File: config.mk
export PLATFORM = sky130hd
export DESIGN_NAME = hall_fault_detector
export DESIGN_NICKNAME = d
export VERILOG_FILES = /design/src/rtl/hall_pkg.sv /design/src/rtl/hall_sampler.sv /design/src/rtl/hall_edge_pulse.sv /design/src/rtl/hall_flag_fsm.sv /design/src/rtl/hall_fault_detector.sv
export SDC_FILE = /design/constraint.sdc
export NUM_CORES = 1
export LEC_CHECK = 0
export BUFFER_PORTS_ARGS = -buffer_cell sky130_fd_sc_hd__buf_2
export CORE_ASPECT_RATIO = 1.75
export CORE_UTILIZATION = 57
export CTS_CLUSTER_DIAMETER = 40
export DETAILED_ROUTE_END_ITERATION = 7
export GPL_ROUTABILITY_DRIVEN = 0
export GPL_TIMING_DRIVEN = 0
export PLACE_DENSITY_LB_ADDON = 0.2
export RECOVER_POWER = 25
export SLEW_MARGIN = 20
export SYNTH_ARGS = -nofsm -noshare
export SYNTH_HDL_FRONTEND = slang
export SYNTH_SLANG_ARGS = --single-unit
export TNS_END_PERCENT = 50
File: constraint.sdc
create_clock -name clk -period 5.16 [get_ports clk]
set_input_delay 0.516 -clock clk [delete_from_list [all_inputs] [get_ports clk]]
set_output_delay 0.516 -clock clk [all_outputs]
set_load 0.01 [all_outputs]
File: src/rtl/hall_pkg.sv
package hall_pkg;

    localparam int NUM_HALL = 3;

    typedef enum logic [0:0] {
        SMP_PRIME,
        SMP_RUN
    } smp_state_e;

    typedef enum logic [0:0] {
        PLS_IDLE,
        PLS_HOLD
    } pls_state_e;

    typedef enum logic [0:0] {
        FLAG_CLEAR,
        FLAG_SET
    } flag_state_e;

    function automatic logic [2:0] code_to_sector(input logic [2:0] code);
        logic [2:0] s;
        unique case (code)
            3'b100:  s = 3'd1;
            3'b101:  s = 3'd2;
            3'b001:  s = 3'd3;
            3'b011:  s = 3'd4;
            3'b010:  s = 3'd5;
            3'b110:  s = 3'd6;
            default: s = 3'd0;
        endcase
        return s;
    endfunction

endpackage

File: src/rtl/hall_sampler.sv
module hall_sampler
    import hall_pkg::*;
#(
    parameter int W = NUM_HALL
) (
    input  logic         clk,
    input  logic         rst_n,
    input  logic [W-1:0] hall_in,
    output logic [W-1:0] hall_prev,
    output logic         running
);

    smp_state_e state_q, state_d;
    logic [W-1:0] prev_q;

    // state register
    always_ff @(posedge clk or negedge rst_n) begin
        if (!rst_n) begin
            state_q <= SMP_PRIME;
            prev_q  <= '0;
        end else begin
            state_q <= state_d;
            prev_q  <= hall_in;
        end
    end

    // next state and outputs
    always_comb begin
        state_d = state_q;
        running = 1'b0;
        unique case (state_q)
            SMP_PRIME: state_d = SMP_RUN;
            SMP_RUN:   running = 1'b1;
            default:   state_d = SMP_PRIME;
        endcase
    end

    assign hall_prev = prev_q;

endmodule

File: src/rtl/hall_edge_pulse.sv
module hall_edge_pulse
    import hall_pkg::*;
#(
    parameter int CW = 8
) (
    input  logic          clk,
    input  logic          rst_n,
    input  logic          running,
    input  logic          din,
    input  logic          din_prev,
    input  logic [CW-1:0] len,
    output logic          pulse
);

    pls_state_e    state_q, state_d;
    logic [CW-1:0] cnt_q, cnt_d;
    logic          edge_now;

    assign edge_now = running & (din ^ din_prev);

    // state register
    always_ff @(posedge clk or negedge rst_n) begin
        if (!rst_n) begin
            state_q <= PLS_IDLE;
            cnt_q   <= '0;
        end else begin
            state_q <= state_d;
            cnt_q   <= cnt_d;
        end
    end

    // next state, count and pulse output
    always_comb begin
        state_d = state_q;
        cnt_d   = cnt_q;
        pulse   = edge_now;
        unique case (state_q)
            PLS_IDLE: begin
                if (edge_now) begin
                    state_d = PLS_HOLD;
                    cnt_d   = len;
                end
            end
            PLS_HOLD: begin
                pulse = 1'b1;
                if (edge_now) begin
                    cnt_d = len;
                end else if (cnt_q <= 1) begin
                    state_d = PLS_IDLE;
                    cnt_d   = '0;
                end else begin
                    cnt_d = cnt_q - 1'b1;
                end
            end
            default: begin
                state_d = PLS_IDLE;
                cnt_d   = '0;
            end
        endcase
    end

endmodule

File: src/rtl/hall_flag_fsm.sv
module hall_flag_fsm
    import hall_pkg::*;
(
    input  logic clk,
    input  logic rst_n,
    input  logic raise,
    input  logic clr,
    output logic flag
);

    flag_state_e state_q, state_d;

    // state register
    always_ff @(posedge clk or negedge rst_n) begin
        if (!rst_n) state_q <= FLAG_CLEAR;
        else        state_q <= state_d;
    end

    // next state and output
    always_comb begin
        state_d = state_q;
        flag    = 1'b0;
        unique case (state_q)
            FLAG_CLEAR: if (raise) state_d = FLAG_SET;
            FLAG_SET: begin
                flag = 1'b1;
                if (clr && !raise) state_d = FLAG_CLEAR;
            end
            default: state_d = FLAG_CLEAR;
        endcase
    end

endmodule

File: src/rtl/hall_fault_detector.sv
module hall_fault_detector
    import hall_pkg::*;
#(
    parameter int PW      = 8,
    parameter int DEF_LEN = 4
) (
    input  logic          clk,
    input  logic          rst_n,
    input  logic [2:0]    hall_in,
    input  logic          err_clr,
    input  logic [PW-1:0] pulse_len,
    output logic          pat_err,
    output logic          seq_err,
    output logic [2:0]    sector
);

    localparam logic [PW-1:0] DEF_LEN_V = PW'(DEF_LEN);

    logic [NUM_HALL-1:0] hall_prev;
    logic                running;
    logic [NUM_HALL-1:0] pulse_act;
    logic [PW-1:0]       eff_len;
    logic                seq_cond;
    logic                pat_cond;
    logic [2:0]          sector_q;

    assign eff_len = (pulse_len == '0) ? DEF_LEN_V : pulse_len;

    hall_sampler #(.W(NUM_HALL)) u_smp (
        .clk       (clk),
        .rst_n     (rst_n),
        .hall_in   (hall_in),
        .hall_prev (hall_prev),
        .running   (running)
    );

    for (genvar g = 0; g < NUM_HALL; g++) begin : g_ch
        hall_edge_pulse #(.CW(PW)) u_pls (
            .clk      (clk),
            .rst_n    (rst_n),
            .running  (running),
            .din      (hall_in[g]),
            .din_prev (hall_prev[g]),
            .len      (eff_len),
            .pulse    (pulse_act[g])
        );
    end

    // any pair of open windows is a sequence fault
    always_comb begin
        seq_cond = 1'b0;
        for (int i = 0; i < NUM_HALL; i++) begin
            for (int j = i + 1; j < NUM_HALL; j++) begin
                seq_cond = seq_cond | (pulse_act[i] & pulse_act[j]);
            end
        end
    end

    assign pat_cond = (hall_in == 3'b000) || (hall_in == 3'b111);

    always_ff @(posedge clk or negedge rst_n) begin
        if (!rst_n) sector_q <= 3'd0;
        else        sector_q <= code_to_sector(hall_in);
    end
    assign sector = sector_q;

    hall_flag_fsm u_pat (
        .clk   (clk),
        .rst_n (rst_n),
        .raise (pat_cond),
        .clr   (err_clr),
        .flag  (pat_err)
    );

    hall_flag_fsm u_seq (
        .clk   (clk),
        .rst_n (rst_n),
        .raise (seq_cond),
        .clr   (err_clr),
        .flag  (seq_err)
    );

endmodule

==> results.json <==
{
  "clock_latency_ps": 290,
  "dr.first_iter.drc_count": 40,
  "cts_tree": "built",
  "violations": "max-capacitance violations, max-slew violations",
  "seq_area_frac_synth": 0.453,
  "crit_start": "g_ch[1].u_pls.cnt_q[0]",
  "netlist_area_mm2": 0.00199,
  "whs_endpoint": "u_smp.hall_prev[1]",
  "ys_ff_latch": 36,
  "fin_crit_ps": 1970,
  "drive_above_1_share": 0.124,
  "start_kind": "flop",
  "fin_crit_sh": 0.382,
  "cp_slowest_cell": "or4_1",
  "core_mm2": 0.00336,
  "synth_edf_count": 0,
  "crit_chain": "inv_1, ha_1, or2_2, and3_1, or4_1, a31oi_1",
  "synthCells": 223,
  "status": "complete, but fails checks",
  "grt_pass1_vias": 1682,
  "io_pins": 19,
  "slew_headroom": -0.274,
  "place_ws_ps": 3140,
  "overflow": 0,
  "io_buffer_count": 18,
  "via_per_inst": 5.68,
  "numCtsBuffers": 5,
  "detail_route.drc_violations": 0,
  "rsz0062_at_grt": "no",
  "timing.fmax_mhz": 508,
  "finalHoldViolCount": 0,
  "synthArstFlopShare": 1.00,
  "clkSinkCount": 36,
  "ir_drop_v": 0.000252,
  "syn_nets": 243,
  "totalWireLength_um": 4290,
  "path_clk_slew_ps": 70,
  "insertedDiodeCount": 0,
  "die_y_um": 80.2,
  "cts-root-buf": "clkbuf_8",
  "drt-pass1-iter-count": 4,
  "ys.flop_type": "dfrtp_1",
  "setup_viol": 0,
  "crit_type": "reg -> reg",
  "yosysWarnings": 0,
  "hp-start": "hall_in[1]",
  "tightest_slew_ps": 1910,
  "nNetsFinal": 268,
  "reg2regPathDepth": 6,
  "placed_area_mm2": 0.00214,
  "grt_max_degree": 37,
  "whs_path_depth": 1,
  "fp-row-count": 28,
  "maxCapViolCount": 1,
  "vias": 1671,
  "r2r_setup_slack_ps": 3190,
  "hp-class": "in -> reg",
  "powerDensity_mw_per_mm2": 423,
  "avgSynthCellArea_um2": 8.93,
  "avgRoutedWirePerCell_um": 14.6,
  "cts.repair.resized": 0,
  "start_util": 0.592,
  "r2r_start": "g_ch[1].u_pls.cnt_q[0]",
  "fin_ws_ps": 3190,
  "clk_path_buf_depth": 2,
  "cp.required_ps": 5370,
  "dpl.hpwl_um": 3190,
  "final_area_mm2": 0.00222,
  "slew_violations": 37,
  "finClkSkew_ps": 8.43,
  "max_stage_delay_ps": 500,
  "die_w_um": 46.7,
  "cp-end-kind": "flop",
  "r2r-end": "g_ch[1].u_pls.cnt_q[6]",
  "cts_setup_buffers": 0,
  "hold_buffers": 0,
  "tns_ps": 0,
  "cp_max_fo": 5,
  "cp.arrival_ps": 2180,
  "grt_pass1_wl_um": 7380,
  "htree_levels": 2,
  "track_usage": 0.277,
  "area_growth_pct": 11.7,
  "ant_nets": 0,
  "antenna_found_initial": 0,
  "cp_top_family": "simple AND/OR/NAND/NOR gates",
  "p_leak_nw": 0.949,
  "die_area_mm2": 0.00374,
  "critPathBufInv": 1,
  "synth.distinct_cells": 41
}
flip-flops by register name, summed over array words and instances, names as in the netlist:
name / flops
g_ch.u_pls.cnt_q: 24
g_ch.u_pls.state_q: 3
sector: 3
u_pat.state_q: 1
u_seq.state_q: 1
u_smp.hall_prev: 3
u_smp.state_q: 1
through the flow:
stage	utilization	instances	hold slack, ps	power (mW)
2_1_floorplan	-	223	220	0.654
6_report	0.661	294	351	0.940
4_1_cts	0.662	294	335	0.946
3_5_place_dp	0.635	286	525	0.740
5_1_grt	0.661	294	333	1.02
3_3_place_gp	0.635	286	509	0.725
layer usage:
metal | wire length, um | track usage | part of all wire
met1 | 1780 | 0.322 | 0.41
met2 | 2300 | 0.453 | 0.54
met3 | 98 | 0.0629 | 0.023
met4 | 111 | 0.140 | 0.026
met5 | 0 | 0 | 0
cells by family (layout without fill, tap and decap cells):
| group | after synthesis | in the layout | synth area share |
|---|---|---|---|
| AO/OA/AOI/OAI | 54 | 54 | 0.167 |
| XOR/XNOR | 4 | 4 | 0.0176 |
| adder cells (fa/ha/maj) | 7 | 7 | 0.0427 |
| buffers and inverters | 18 | 44 | 0.0346 |
| flip-flops | 36 | 36 | 0.453 |
| multiplexers | 6 | 6 | 0.0302 |
| other | 1 | 1 | 0.00188 |
| AND/OR/NAND/NOR | 97 | 97 | 0.254 |
layout by cell type, fill, tap and decap left out, types with 2 or more instances in the layout:
cell / count
dfrtp_1: 36
nor4_1: 7
nand4_1: 2
nand3_1: 7
o22a_1: 2
mux2i_1: 6
o21ai_0: 13
or2_2: 4
ha_1: 6
o211ai_1: 2
or4_1: 5
buf_2: 16
or3b_2: 3
nand2b_1: 5
nor2b_1: 2
a21boi_0: 5
nor2_1: 29
inv_1: 10
clkbuf_8: 6
clkbuf_1: 12
nor3_1: 5
nand3b_1: 2
xor2_1: 3
a21oi_1: 13
o31ai_1: 2
nand2_1: 18
and3_1: 2
a31oi_1: 12
Yosys cell counts, types with 2 or more instances:
| library cell | instances | share of area |
|---|---|---|
| dfrtp_1 | 36 | 0.45 |
| o211ai_1 | 2 | 0.0075 |
| or4_1 | 5 | 0.019 |
| mux2i_1 | 6 | 0.030 |
| nor4_1 | 7 | 0.022 |
| nand2b_1 | 5 | 0.016 |
| o31ai_1 | 2 | 0.0075 |
| ha_1 | 6 | 0.038 |
| nor3_1 | 5 | 0.013 |
| a21boi_0 | 5 | 0.019 |
| nand3_1 | 7 | 0.018 |
| or3b_2 | 3 | 0.013 |
| nand3b_1 | 2 | 0.0075 |
| a21oi_1 | 13 | 0.033 |
| o22a_1 | 2 | 0.0088 |
| and3_1 | 2 | 0.0063 |
| a31oi_1 | 12 | 0.038 |
| nand2_1 | 18 | 0.034 |
| or2_2 | 4 | 0.013 |
| clkbuf_1 | 7 | 0.013 |
| nor2_1 | 29 | 0.055 |
| o21ai_0 | 13 | 0.033 |
| inv_1 | 10 | 0.019 |
| nor2b_1 | 2 | 0.0063 |
| xor2_1 | 3 | 0.013 |
| nand4_1 | 2 | 0.0063 |
worst max path at each step:
stage | end | depth (start not counted)
final | g_ch[1].u_pls.cnt_q[6] | 6
after floorplan | g_ch[1].u_pls.cnt_q[6] | 6
after global placement | g_ch[1].u_pls.cnt_q[1] | 7
after CTS | g_ch[1].u_pls.cnt_q[6] | 6
after global routing | u_smp.state_q | 1
after detailed placement | g_ch[1].u_pls.cnt_q[2] | 6
worst register-to-register path: cells and delay by family, from the launching register on:
family / cells / cell delay [ps]
and+or+nand+nor: 3 / 1030
DFF: 1 / 410
adders and majority gates: 1 / 220
AOI/OAI and AO/OA: 1 / 160
buffers and inverters: 1 / 80
report_power, final:
part	internal, mW	total, mW	switching (mW)
Sequential	0.359	0.445	0.0866
Combinational	0.132	0.292	0.160
Clock	0.109	0.203	0.0942
Total	0.600	0.940	0.340
layout make-up:
| class | count | area (um^2) |
|---|---|---|
| Fill cell | 314 | 1140 |
| Multi-Input combinational cell | 169 | 1020 |
| Sequential cell | 36 | 901 |
| Clock buffer | 8 | 90.1 |
| Timing Repair Buffer | 18 | 86.3 |
| Tap cell | 45 | 56.3 |
| Inverter | 10 | 37.5 |
| Buffer | 8 | 31.3 |
(Power assumes the default switching activity.)
